## config.mk

```make
export PLATFORM = sky130hd
export DESIGN_NAME = serial_cfg_loader
export DESIGN_NICKNAME = d
export VERILOG_FILES = /design/src/rtl/scl_pkg.sv /design/src/rtl/scl_sync_edge.sv /design/src/rtl/scl_shreg.sv /design/src/rtl/scl_ref_latch.sv /design/src/rtl/scl_prg_latch.sv /design/src/rtl/serial_cfg_loader.sv
export SDC_FILE = /design/constraint.sdc
export NUM_CORES = 1
export LEC_CHECK = 0
export BUFFER_PORTS_ARGS = -buffer_cell sky130_fd_sc_hd__buf_2
export CORE_UTILIZATION = 57
export DETAILED_ROUTE_END_ITERATION = 16
export PLACE_DENSITY = 0.9
export SYNTH_ARGS = -nofsm -noshare
export SYNTH_HDL_FRONTEND = slang
export SYNTH_HIERARCHICAL = 1
export SYNTH_SLANG_ARGS = --single-unit
```

## constraint.sdc

```tcl
create_clock -name clk -period 5 [get_ports clk]
set_input_delay 0.5 -clock clk [delete_from_list [all_inputs] [get_ports clk]]
set_output_delay 0.5 -clock clk [all_outputs]
set_load 0.005 [all_outputs]
```

## src/rtl/scl_pkg.sv

```systemverilog
package scl_pkg;
  localparam int SR_W     = 23;
  localparam int CTRL_W   = 2;
  localparam int REF_W    = 14;
  localparam int SWL_W    = 7;
  localparam int CNT_W    = 11;
  localparam int MIN_DIV  = 3;
  localparam int N_DST    = 4;
  // derived field positions
  localparam int REF_LO   = CTRL_W;
  localparam int REF_CP   = REF_LO + REF_W;
  localparam int REF_MON  = REF_CP + 1;
  localparam int SWL_LO   = CTRL_W;
  localparam int CNT_LO   = SWL_LO + SWL_W;
  localparam int PSEL_POS = CNT_LO + CNT_W;

  typedef struct packed {
    logic [REF_W-1:0] div;
    logic             cp_hi;
    logic             mon_sel;
  } ref_cfg_t;

  typedef struct packed {
    logic [SWL_W-1:0] swal;
    logic [CNT_W-1:0] cnt;
    logic             psel;
  } prg_cfg_t;
endpackage

```

## src/rtl/scl_sync_edge.sv

```systemverilog
module scl_sync_edge #(
  parameter int STAGES = 2
) (
  input  logic clk,
  input  logic rst_n,
  input  logic din,
  output logic lvl,
  output logic rise
);
  logic [STAGES-1:0] sync_q, sync_d;
  logic              prev_q;

  always_comb begin
    sync_d = {sync_q[STAGES-2:0], din};
  end

  always_ff @(posedge clk or negedge rst_n) begin
    if (!rst_n) begin
      sync_q <= '0;
      prev_q <= 1'b0;
    end else begin
      sync_q <= sync_d;
      prev_q <= sync_q[STAGES-1];
    end
  end

  assign lvl  = sync_q[STAGES-1];
  assign rise = lvl & ~prev_q;

  p_single_rise_r2: assert property (@(posedge clk) disable iff (!rst_n)
    rise |=> !rise);
endmodule

```

## src/rtl/scl_shreg.sv

```systemverilog
module scl_shreg #(
  parameter int W = 23
) (
  input  logic         clk,
  input  logic         rst_n,
  input  logic         shift_en,
  input  logic         din,
  output logic [W-1:0] q
);
  logic [W-1:0] q_d;

  always_comb begin
    q_d = q;
    if (shift_en) q_d = {q[W-2:0], din};
  end

  always_ff @(posedge clk or negedge rst_n) begin
    if (!rst_n) q <= '0;
    else        q <= q_d;
  end

  p_shift_in_r2: assert property (@(posedge clk) disable iff (!rst_n)
    shift_en |=> (q[0] == $past(din)) && (q[W-1:1] == $past(q[W-2:0])));
  p_shift_hold_r10: assert property (@(posedge clk) disable iff (!rst_n)
    !shift_en |=> $stable(q));
endmodule

```

## src/rtl/scl_ref_latch.sv

```systemverilog
module scl_ref_latch
  import scl_pkg::*;
(
  input  logic            clk,
  input  logic            rst_n,
  input  logic            ld,
  input  logic [SR_W-1:0] word,
  output ref_cfg_t        cfg,
  output logic            bad,
  output logic            upd
);
  ref_cfg_t cfg_d;
  logic     bad_d;

  always_comb begin
    cfg_d = cfg;
    bad_d = bad;
    if (ld) begin
      cfg_d.div     = word[REF_LO +: REF_W];
      cfg_d.cp_hi   = word[REF_CP];
      cfg_d.mon_sel = word[REF_MON];
      bad_d         = (word[REF_LO +: REF_W] < REF_W'(MIN_DIV));
    end
  end

  always_ff @(posedge clk or negedge rst_n) begin
    if (!rst_n) begin
      cfg <= '0;
      bad <= 1'b0;
      upd <= 1'b0;
    end else begin
      cfg <= cfg_d;
      bad <= bad_d;
      upd <= ld;
    end
  end

  p_hold_r6: assert property (@(posedge clk) disable iff (!rst_n)
    !ld |=> $stable(cfg) && $stable(bad));
  p_load_div_r4: assert property (@(posedge clk) disable iff (!rst_n)
    ld |=> cfg.div == $past(word[REF_LO +: REF_W]));
  p_bad_r8: assert property (@(posedge clk) disable iff (!rst_n)
    bad |-> cfg.div < REF_W'(MIN_DIV));
endmodule

```

## src/rtl/scl_prg_latch.sv

```systemverilog
module scl_prg_latch
  import scl_pkg::*;
(
  input  logic            clk,
  input  logic            rst_n,
  input  logic            ld,
  input  logic [SR_W-1:0] word,
  output prg_cfg_t        cfg,
  output logic            bad,
  output logic            upd
);
  prg_cfg_t cfg_d;
  logic     bad_d;

  always_comb begin
    cfg_d = cfg;
    bad_d = bad;
    if (ld) begin
      cfg_d.swal = word[SWL_LO +: SWL_W];
      cfg_d.cnt  = word[CNT_LO +: CNT_W];
      cfg_d.psel = word[PSEL_POS];
      bad_d      = (word[CNT_LO +: CNT_W] < CNT_W'(MIN_DIV));
    end
  end

  always_ff @(posedge clk or negedge rst_n) begin
    if (!rst_n) begin
      cfg <= '0;
      bad <= 1'b0;
      upd <= 1'b0;
    end else begin
      cfg <= cfg_d;
      bad <= bad_d;
      upd <= ld;
    end
  end

  p_hold_r6: assert property (@(posedge clk) disable iff (!rst_n)
    !ld |=> $stable(cfg) && $stable(bad));
  p_load_cnt_r5: assert property (@(posedge clk) disable iff (!rst_n)
    ld |=> cfg.cnt == $past(word[CNT_LO +: CNT_W]));
  p_bad_r9: assert property (@(posedge clk) disable iff (!rst_n)
    bad |-> cfg.cnt < CNT_W'(MIN_DIV));
endmodule

```

## src/rtl/serial_cfg_loader.sv

```systemverilog
module serial_cfg_loader
  import scl_pkg::*;
(
  input  logic              clk,
  input  logic              rst_n,
  input  logic              ser_clk,
  input  logic              ser_dat,
  input  logic              ser_le,
  output logic [REF_W-1:0]  if_ref_div,
  output logic              if_ref_cp_hi,
  output logic              if_ref_mon_sel,
  output logic              if_ref_bad,
  output logic [SWL_W-1:0]  if_prg_swal,
  output logic [CNT_W-1:0]  if_prg_cnt,
  output logic              if_prg_psel,
  output logic              if_prg_bad,
  output logic [REF_W-1:0]  rf_ref_div,
  output logic              rf_ref_cp_hi,
  output logic              rf_ref_mon_sel,
  output logic              rf_ref_bad,
  output logic [SWL_W-1:0]  rf_prg_swal,
  output logic [CNT_W-1:0]  rf_prg_cnt,
  output logic              rf_prg_psel,
  output logic              rf_prg_bad,
  output logic [N_DST-1:0]  upd
);
  localparam int N_CH = N_DST / 2;

  // asynchronous assert, synchronous release
  logic [1:0] rst_sync_q;
  logic       rst_ni;
  always_ff @(posedge clk or negedge rst_n) begin
    if (!rst_n) rst_sync_q <= 2'b00;
    else        rst_sync_q <= {rst_sync_q[0], 1'b1};
  end
  assign rst_ni = rst_sync_q[1];

  logic sclk_lvl, sclk_rise, dat_lvl, dat_rise, le_lvl, le_rise;

  scl_sync_edge #(.STAGES(2)) u_sync_clk (
    .clk(clk), .rst_n(rst_ni), .din(ser_clk), .lvl(sclk_lvl), .rise(sclk_rise));
  scl_sync_edge #(.STAGES(2)) u_sync_dat (
    .clk(clk), .rst_n(rst_ni), .din(ser_dat), .lvl(dat_lvl), .rise(dat_rise));
  scl_sync_edge #(.STAGES(2)) u_sync_le (
    .clk(clk), .rst_n(rst_ni), .din(ser_le), .lvl(le_lvl), .rise(le_rise));

  logic [SR_W-1:0] sr_q;
  scl_shreg #(.W(SR_W)) u_shreg (
    .clk(clk), .rst_n(rst_ni), .shift_en(sclk_rise), .din(dat_lvl), .q(sr_q));

  ref_cfg_t          ref_cfg [N_CH];
  prg_cfg_t          prg_cfg [N_CH];
  logic [N_CH-1:0]   ref_bad, prg_bad, ref_upd, prg_upd, ref_ld, prg_ld;
  logic [CTRL_W-1:0] sel;

  assign sel = sr_q[CTRL_W-1:0];

  for (genvar ch = 0; ch < N_CH; ch++) begin : g_ch
    assign ref_ld[ch] = le_rise && (sel == {1'(ch), 1'b0});
    assign prg_ld[ch] = le_rise && (sel == {1'(ch), 1'b1});

    scl_ref_latch u_ref (
      .clk(clk), .rst_n(rst_ni), .ld(ref_ld[ch]), .word(sr_q),
      .cfg(ref_cfg[ch]), .bad(ref_bad[ch]), .upd(ref_upd[ch]));
    scl_prg_latch u_prg (
      .clk(clk), .rst_n(rst_ni), .ld(prg_ld[ch]), .word(sr_q),
      .cfg(prg_cfg[ch]), .bad(prg_bad[ch]), .upd(prg_upd[ch]));

    assign upd[2*ch]   = ref_upd[ch];
    assign upd[2*ch+1] = prg_upd[ch];
  end

  assign if_ref_div     = ref_cfg[0].div;
  assign if_ref_cp_hi   = ref_cfg[0].cp_hi;
  assign if_ref_mon_sel = ref_cfg[0].mon_sel;
  assign if_ref_bad     = ref_bad[0];
  assign if_prg_swal    = prg_cfg[0].swal;
  assign if_prg_cnt     = prg_cfg[0].cnt;
  assign if_prg_psel    = prg_cfg[0].psel;
  assign if_prg_bad     = prg_bad[0];
  assign rf_ref_div     = ref_cfg[1].div;
  assign rf_ref_cp_hi   = ref_cfg[1].cp_hi;
  assign rf_ref_mon_sel = ref_cfg[1].mon_sel;
  assign rf_ref_bad     = ref_bad[1];
  assign rf_prg_swal    = prg_cfg[1].swal;
  assign rf_prg_cnt     = prg_cfg[1].cnt;
  assign rf_prg_psel    = prg_cfg[1].psel;
  assign rf_prg_bad     = prg_bad[1];

  p_upd_onehot_r7: assert property (@(posedge clk) disable iff (!rst_ni)
    $onehot0(upd));
  p_upd_follows_le_r3: assert property (@(posedge clk) disable iff (!rst_ni)
    (upd != '0) |-> $past(le_rise));
  p_no_le_no_upd_r10: assert property (@(posedge clk) disable iff (!rst_ni)
    !le_rise |=> (upd == '0));
endmodule

```

* Yosys cells after proc, flatten, opt, wreduce, memory -nomap -nowiden
Cells that the tools add are included.
** Storage, ports and cells
- Register bits after elaboration :: 109
- Input bits :: 5
- Output and inout port bits :: 78
- Logic and storage cells :: 41
** Cells by class
- Magnitude comparators :: 2
- Equality and inequality tests :: 3
- Bitwise logic cells :: 4
- Reductions and logical operators :: 5
** Operator list (number)
- $lt A14 B2 Y1 const B :: 1
- $lt A11 B2 Y1 const B :: 1
- $eq A2 B2 Y1 const B :: 2
- $logic_and A1 B1 Y1 :: 4
- $and A1 B1 Y1 :: 2
- $eq A2 B1 Y1 const B :: 1
- $logic_not A2 Y1 :: 1
- $not A1 Y1 :: 2

* Depth between registers and ports, before layout
Gate-level depths: netlist of the first run.
- Depth after elaboration :: 3
- Depth in mapped cells :: 6

* Hierarchy
Netlist of the first run, hierarchy kept.
** Modules (own cells, without submodules)
- scl_prg_latch :: times used 2, cells an instance 48, area each 863.3 µm², seq. area each 525.5 µm²
- scl_ref_latch :: times used 2, cells an instance 44, area each 733.2 µm², seq. area each 450.4 µm²
- scl_shreg :: times used 1, cells an instance 48, area each 857.1 µm², seq. area each 575.6 µm²
- scl_sync_edge :: times used 3, cells an instance 4, area each 88.8 µm², seq. area each 75.1 µm²
- serial_cfg_loader :: times used 1, cells an instance 7, area each 91.3 µm², seq. area each 50.0 µm²

* Worst setup path after synthesis of the first run
No wires, ideal clock.
- Path type :: reg2reg
- From :: register u_sync_le.prev_q
- To :: register g_ch[0].u_ref/cfg[12] (netlist bit)
- Arrival :: 1.266 ns
- Required time :: 4.875 ns
- Setup slack :: 3.609 ns
- Stages on the path, launching flop included :: 6
- Cells stage by stage :: dfrtp_1 nor2b_4 nor3b_2 buf_6 buf_12 mux2_4
** On the way
- Word-level cells in the longest chain between the ends :: 3
** RTL lines
- start, declared :: RTL line scl_sync_edge.sv:11 : logic prev_q;
- start signal, assigned :: RTL line scl_sync_edge.sv:23 : prev_q <= sync_q[STAGES-1];
- $not A1 Y1 :: RTL line scl_sync_edge.sv:28 : assign rise = lvl & ~prev_q;
- $and A1 B1 Y1 :: RTL line scl_sync_edge.sv:28
- net le_rise :: RTL line serial_cfg_loader.sv:38 : logic sclk_lvl, sclk_rise, dat_lvl, dat_rise, le_lvl, le_rise;
- $logic_and A1 B1 Y1 :: RTL line serial_cfg_loader.sv:59 : assign ref_ld[ch] = le_rise && (sel == {1'(ch), 1'b0});
- net ref_ld[0] :: RTL line serial_cfg_loader.sv:53 : logic [N_CH-1:0] ref_bad, prg_bad, ref_upd, prg_upd, ref_ld, prg_ld;
- end signal, assigned :: RTL line scl_ref_latch.sv:32 : cfg <= cfg_d;
- end, declared :: RTL line scl_ref_latch.sv:8 : output ref_cfg_t cfg,
The timed path passes the listed nets, and every way through them passes these cells.
A chain may end at the register's enable or synchronous reset.

* Worst setup path after layout of the first run
- From :: register u_sync_le.prev_q
- To :: register g_ch[0].u_ref/cfg[10] (netlist bit)
Same word-level chain as after synthesis.

==> parameters.txt, run 1 <==
Parameter                              Value

Outcome
  Outcome    completed

Critical path
  WP depth    3
  Reg-to-reg critical path endpoint    g_ch[0].u_ref/cfg[10]
  Termination of the worst setup path    g_ch[0].u_ref/cfg[10]
  Maximum fanout count along the critical path    19
  Dominant delay contributor by cell family on the critical path    simple AND/OR/NAND/NOR gates
  Kind of start point of the critical path    flip-flop
  CP Cell Sequence    nor2b_4 > nor3b_4 > mux2_2
  Worst reg2reg setup slack    3010 ps
  Start of the worst register-to-register path    u_sync_le/prev_q
  Max stage delay on crit path    between 900 and 1000 ps
  Required time at the endpoint of the critical path    approximately 5300 ps
  Buf/Inv on CP    0
  Depth of the worst register-to-register path    3
  Data arrival time at the worst-slack endpoint    about 2200 ps
  Kind of critical path    reg -> reg
  Critical-path cell with the highest stage delay    nor3b_4
  CP endpoint kind    flip-flop
  Worst Setup SP    u_sync_le/prev_q

Timing
  Final Hold Viols    0
  Final worst clock skew    ~11 ps
  Finish-stage setup viols    0
  Final period utilization    39.7%
  Final Max Slew Viols    0
  PnR worst setup slack    ~3000 ps
  Fin crit period    between 1500 and 2000 ps
  Timing-limited maximum frequency    around 500 MHz
  Worst-Margin Slew    1110 ps
  Setup total negative slack    0 ps
  Max-slew headroom    25.8%
  RSZ-0062 raised after global routing    no

CTS
  Sinks on the clock net    109
  Total setup buffers inserted after CTS    0
  Worst-skew pair later-pin latency    between 300 and 400 ps
  # resized after CTS    0
  Max Buffers Root-to-Sink    2
  # H-tree levels    3
  Number of buffers created by CTS    9
  Clock tree from TritonCTS    yes
  Buffer type at the clock tree root    clkbuf_8
  Clock input transition at the sequential cells of the worst setup and hold paths    approximately 100 ps

Routing
  Avg WL per Cell    around 18 µm
  DRC violations left    0
  Via total after detailed routing    about 2300
  Avg Vias per Cell    roughly 5.3
  Detailed-route wire length    roughly 7600 µm
  Pre-Repair DR Iteration Count    4
  Violation count after the first detailed-routing iteration    132
  Final ANT Viol Nets    0

Min path
  Hold depth    1
  Worst min path class    in -> reg
  Worst min-delay path startpoint    ser_clk

Global routing
  Initial antenna violation count    0
  Wire length of the first global-routing pass    12100 µm
  Largest net degree at the start of global routing    74
  Total overflow reported by the global router    0
  Number of global-route vias before repair    2245
  Overall track demand over capacity in global routing    between 20% and 30%

Power
  PD cells    about 520 nW/µm²
  Leakage power figure    2.53 nW
  Max VDD drop    0.000223 V
  Overall power    2.53 mW

Floorplan
  Cell row count    31
  Initial standard-cell utilization of the core    slightly below 60%
  Area of the die    ~7900 µm²
  Die height    88.8 µm
  Top-level port count    83
  Die width    about 89 µm
  Core area    roughly 7300 µm²

Place
  Detailed-placement wirelength estimate    between 5000 and 6000 µm
  Number of buffers added on ports    82
  Weighted congestion at the end of routability-driven global placement    0.752
  Setup slack at placement    about 3000 ps
  Number of instances in the placed design    418

Logic synthesis
  Syn_nets    250
  Combined area of all synthesized cells    roughly 4300 µm²
  YS warnings    6
  Synthesized area per cell    around 18 µm²
  Syn Inst Count    approximately 250

Final layout
  Synthesis-to-finish area growth    14.4%
  Share of layout cells above drive strength 1    58.0%
  Total number of nets in the final design    around 340
  Diode count    0
  Non-filler instance count after layout    about 440
  Count of filler cells inserted in the layout    just under 500

Flow run
  Maxcap violations    0
-- layout by cell type, fill, tap and decap left out --
cell type / instances
buf_4: 2
o21ai_0: 2
o22ai_1: 2
nor2b_4: 2
buf_2: 82
dlygate4sd3_1: 1
inv_6: 1
nor4_1: 8
nor3_1: 2
nor3b_4: 1
conb_1: 1
and3_2: 1
dfrtp_4: 1
clkinvlp_4: 2
mux2_2: 39
mux2_4: 52
a211oi_1: 2
clkinv_4: 3
inv_1: 4
nand3_1: 2
nand2_1: 4
dfrtp_1: 108
and3b_1: 2
nand4_1: 2
clkbuf_1: 1
clkbuf_8: 9
-- layout make-up --
type                       count  area [µm²]  share of cell area [%]
clock buffer                  10         128                    2.60
sequential                   109        2730                    55.6
multi-input combinational    122        1430                    29.1
clock inverter                 6        50.0                    1.02
inverter                       4        15.0                   0.306
tap                           99         124                    2.52
timing repair buffer          85         435                    8.86
-- power by group --
| group | total (mW) | switching [mW] | internal (mW) |
|---|---|---|---|
| clock | 0.476 | 0.290 | 0.186 |
| combinational | 0.661 | 0.223 | 0.438 |
| sequential | 1.40 | 0.263 | 1.13 |
| total | 2.53 | 0.776 | 1.76 |
-- flip-flops by register name, summed over array words and instances, names as in the netlist --
signal	count
g_ch.u_ref/bad	2
u_sync_dat/sync_q	2
g_ch.u_ref/upd	2
g_ch.u_ref/cfg	32
g_ch.u_prg/cfg	38
u_sync_le/prev_q	1
u_sync_le/sync_q	2
u_sync_clk/sync_q	2
rst_sync_q	2
g_ch.u_prg/bad	2
u_sync_clk/prev_q	1
u_shreg/q	21
g_ch.u_prg/upd	2
-- timing repair --
action / CTS / global route
endpoints found under the setup margin: 0 / 0
hold buffers: 1 / 0
endpoints found under the hold margin: 2 / 0
-- per-stage QoR --
step	instance area (µm²)	utilization [%]	hold slack, ps
2_1_floorplan	4300	-	204
3_3_place_gp	4730	65.2	272
3_5_place_dp	4730	65.2	285
4_1_cts	4910	67.7	211
5_1_grt	4910	67.7	209
6_report	4910	67.7	230
-- metal layers --
metal  part of all wire (%)  vias up  global-route usage (%)
met5                      0        -                       0
met4                    1.5        0                    9.68
met3                    4.2       10                    4.29
met2                     49       58                    30.8
met1                     46     1201                    31.0
li1                       -     1052                       -
-- worst min-delay path by stage --
stage                            to  slack, ps
3_5_place_dp   g_ch[1].u_ref/cfg[9]        290
2_1_floorplan         rst_sync_q[0]        200
4_1_cts        u_sync_clk/sync_q[0]        210
5_1_grt        u_sync_clk/sync_q[0]        210
3_3_place_gp      g_ch[0].u_prg/upd        270
6_report       u_sync_clk/sync_q[0]        230
Note: power is estimated with default switching activity, not from simulation.
==> inputs of run 2 (changes only) <==
ABC_AREA = 1   (was unset)
CORE_UTILIZATION = 50   (was 57)
PLACE_DENSITY = 0.84   (was 0.9)
clock period = 1.8 ns   (was 5 ns; I/O delays follow)
==> run 2 against run 1 <==
  * Utilization down 7.4 points
  * Routed wire length rose by 22%
  * Combinational power up 43%
  * Largest cell class unchanged
  * Highest routed layer unchanged
==> parameters.txt, run 2 <==
Parameter                              Value

Final layout
  Most used cells in the layout excluding fill and tap cells    nand2_1, dfrtp_1, buf_2
  Fin util    60.3%
  Top reg by flops    g_ch.u_prg/cfg
  Total number of nets in the final design    about 560
  Regs by FF count    g_ch.u_prg/cfg (38), g_ch.u_ref/cfg (32), u_shreg/q (21)
  Diode count    0
  Synthesis-to-finish area growth    16.0%
  Area of the multi-input gates    between 1000 and 1500 µm²
  Max reg flops    38
  Count of filler cells inserted in the layout    717
  Final Cell Area    ~5000 µm²
  Register area    between 2000 and 3000 µm²
  Share of layout cells above drive strength 1    a little under a quarter
  Most common cell after layout, fill and taps aside    nand2_1

Global routing
  Initial antenna violation count    0
  Wire length of the first global-routing pass    ~15000 µm
  Overall track demand over capacity in global routing    between 20 and 25%
  Total overflow reported by the global router    0
  Number of global-route vias before repair    approximately 3300
  Largest net degree at the start of global routing    44

Routing
  DRC violations left    0
  Pre-Repair DR Iteration Count    5
  Final ANT Viol Nets    0
  Detailed-route wire length    just over 9000 µm
  Avg WL per Cell    ~14 µm
  Violation count after the first detailed-routing iteration    approximately 300
  Via total after detailed routing    ~3300
  Avg Vias per Cell    between 4 and 5

CTS
  Number of buffers created by CTS    9
  Max Buffers Root-to-Sink    2
  Clock input transition at the sequential cells of the worst setup and hold paths    90 ps
  Sinks on the clock net    roughly 110
  # H-tree levels    3
  Worst-skew pair later-pin latency    about 380 ps
  Clock tree from TritonCTS    yes
  Buffer type at the clock tree root    clkbuf_8
  Total setup buffers inserted after CTS    0

Timing
  RSZ-0062 raised after global routing    no
  Final worst clock skew    between 10 and 15 ps
  Fin crit period    about 1400 ps
  Setup total negative slack    0 ps
  Final Hold Viols    0
  Timing-limited maximum frequency    approximately 700 MHz
  Final Max Slew Viols    0
  Final period utilization    about 80%
  Hold WS    between 100 and 150 ps
  Finish-stage setup viols    0

Power
  Max VDD drop    around 0.00053 V
  PD cells    1140 nW/µm²
  Leakage power figure    approximately 3 nW

Critical path
  Required time at the endpoint of the critical path    ~2100 ps
  Kind of critical path    reg -> reg
  CP Cell Sequence    nor2_2 > nand2_1 > nor2_1 > buf_4 > nand2_1 > nand2_1
  Max stage delay on crit path    about 380 ps
  CP endpoint kind    flip-flop
  Most prevalent standard cell on the critical path    nand2_1
  Kind of start point of the critical path    flip-flop
  Data arrival time at the worst-slack endpoint    ~1700 ps
  Maximum fanout count along the critical path    11
  Critical-path cell with the highest stage delay    dfrtp_1

Place
  Number of buffers added on ports    between 80 and 90
  Post-DP Area    about 4800 µm²
  Detailed-placement wirelength estimate    between 6000 and 7000 µm
  Weighted congestion at the end of routability-driven global placement    0.793

Flow run
  Maxcap violations    0

Outcome
  Outcome    completed

Logic synthesis
  Syn Inst Count    about 470
  Synthesized area per cell    roughly 9.1 µm²
  YS warnings    6
  Combined area of all synthesized cells    approximately 4300 µm²
  Syn_nets    roughly 480

Min path
  Worst min path class    in -> async

Floorplan
  Initial standard-cell utilization of the core    52.0%
  Cell row count    33
  Top-level port count    83
  Core area    between 8000 and 9000 µm²
  Die width    ~95 µm
  Area of the die    9010 µm²
  Die height    94.9 µm
[run 2: stage by stage]
stage | std cells | setup WS (ps) | power (mW)
floorplan | 472 | 614 | 3.69
global placement | 649 | 492 | 4.13
detailed placement | 649 | 442 | 4.17
CTS | 669 | 378 | 5.76
global route | 669 | 269 | 6.07
finish | 669 | 374 | 5.72
[run 2: final timing paths]
| check | from | to | slack [ps] | cells past startpoint |
|---|---|---|---|---|
| setup / recovery | u_sync_le/prev_q | g_ch[0].u_prg/cfg[7] | 370 | 6 |
| max in group asynchronous | rst_sync_q[1] | u_shreg/q[0] | 1000 | 1 |
| min in group clk | u_sync_dat/sync_q[0] | u_sync_dat/sync_q[1] | 360 | 0 |
| hold / removal | rst_n | rst_sync_q[1] | 100 | 2 |
| setup reg to reg | u_sync_le/prev_q | g_ch[0].u_prg/cfg[7] | 370 | 6 |
| hold reg to reg | rst_sync_q[1] | g_ch[0].u_ref/cfg[0] | 260 | 0 |
[run 2: worst max-delay path, delay by kind of cell (launching register included)]
family	cells	cell delay (ps)
and+or+nand+nor	5	730
DFF	1	380
buffers and inverters	1	250
[run 2: where the power goes]
| part | total, mW | internal (mW) | switching (mW) |
|---|---|---|---|
| clock network | 1.59 | 0.776 | 0.811 |
| registers | 3.19 | 2.81 | 0.381 |
| logic | 0.945 | 0.432 | 0.513 |
| total | 5.72 | 4.01 | 1.70 |
[run 2: final cells by class]
class | count | area share (%)
Inverter | 19 | 1.92
Tap cell | 105 | 2.62
Clock inverter | 7 | 1.80
Multi-Input combinational cell | 326 | 25.9
Sequential cell | 109 | 54.5
Clock buffer | 9 | 2.47
Timing Repair Buffer | 94 | 10.7
[run 2: metal layers]
metal | vias to the layer above | wire length (µm) | global-route usage (%) | share of wire, %
met5 | - | 0 | 0 | 0
met4 | 0 | 183 | 10.1 | 2.0
met3 | 20 | 527 | 4.51 | 5.7
met2 | 111 | 4550 | 36.0 | 49
met1 | 1573 | 4050 | 30.5 | 44
li1 | 1583 | - | - | -
[run 2: repair_timing]
| item | 4_1_cts | 5_1_grt |
|---|---|---|
| hold buffers | 4 | 0 |
| resized for setup | 0 | 0 |
| endpoints found under the hold margin | 5 | 0 |
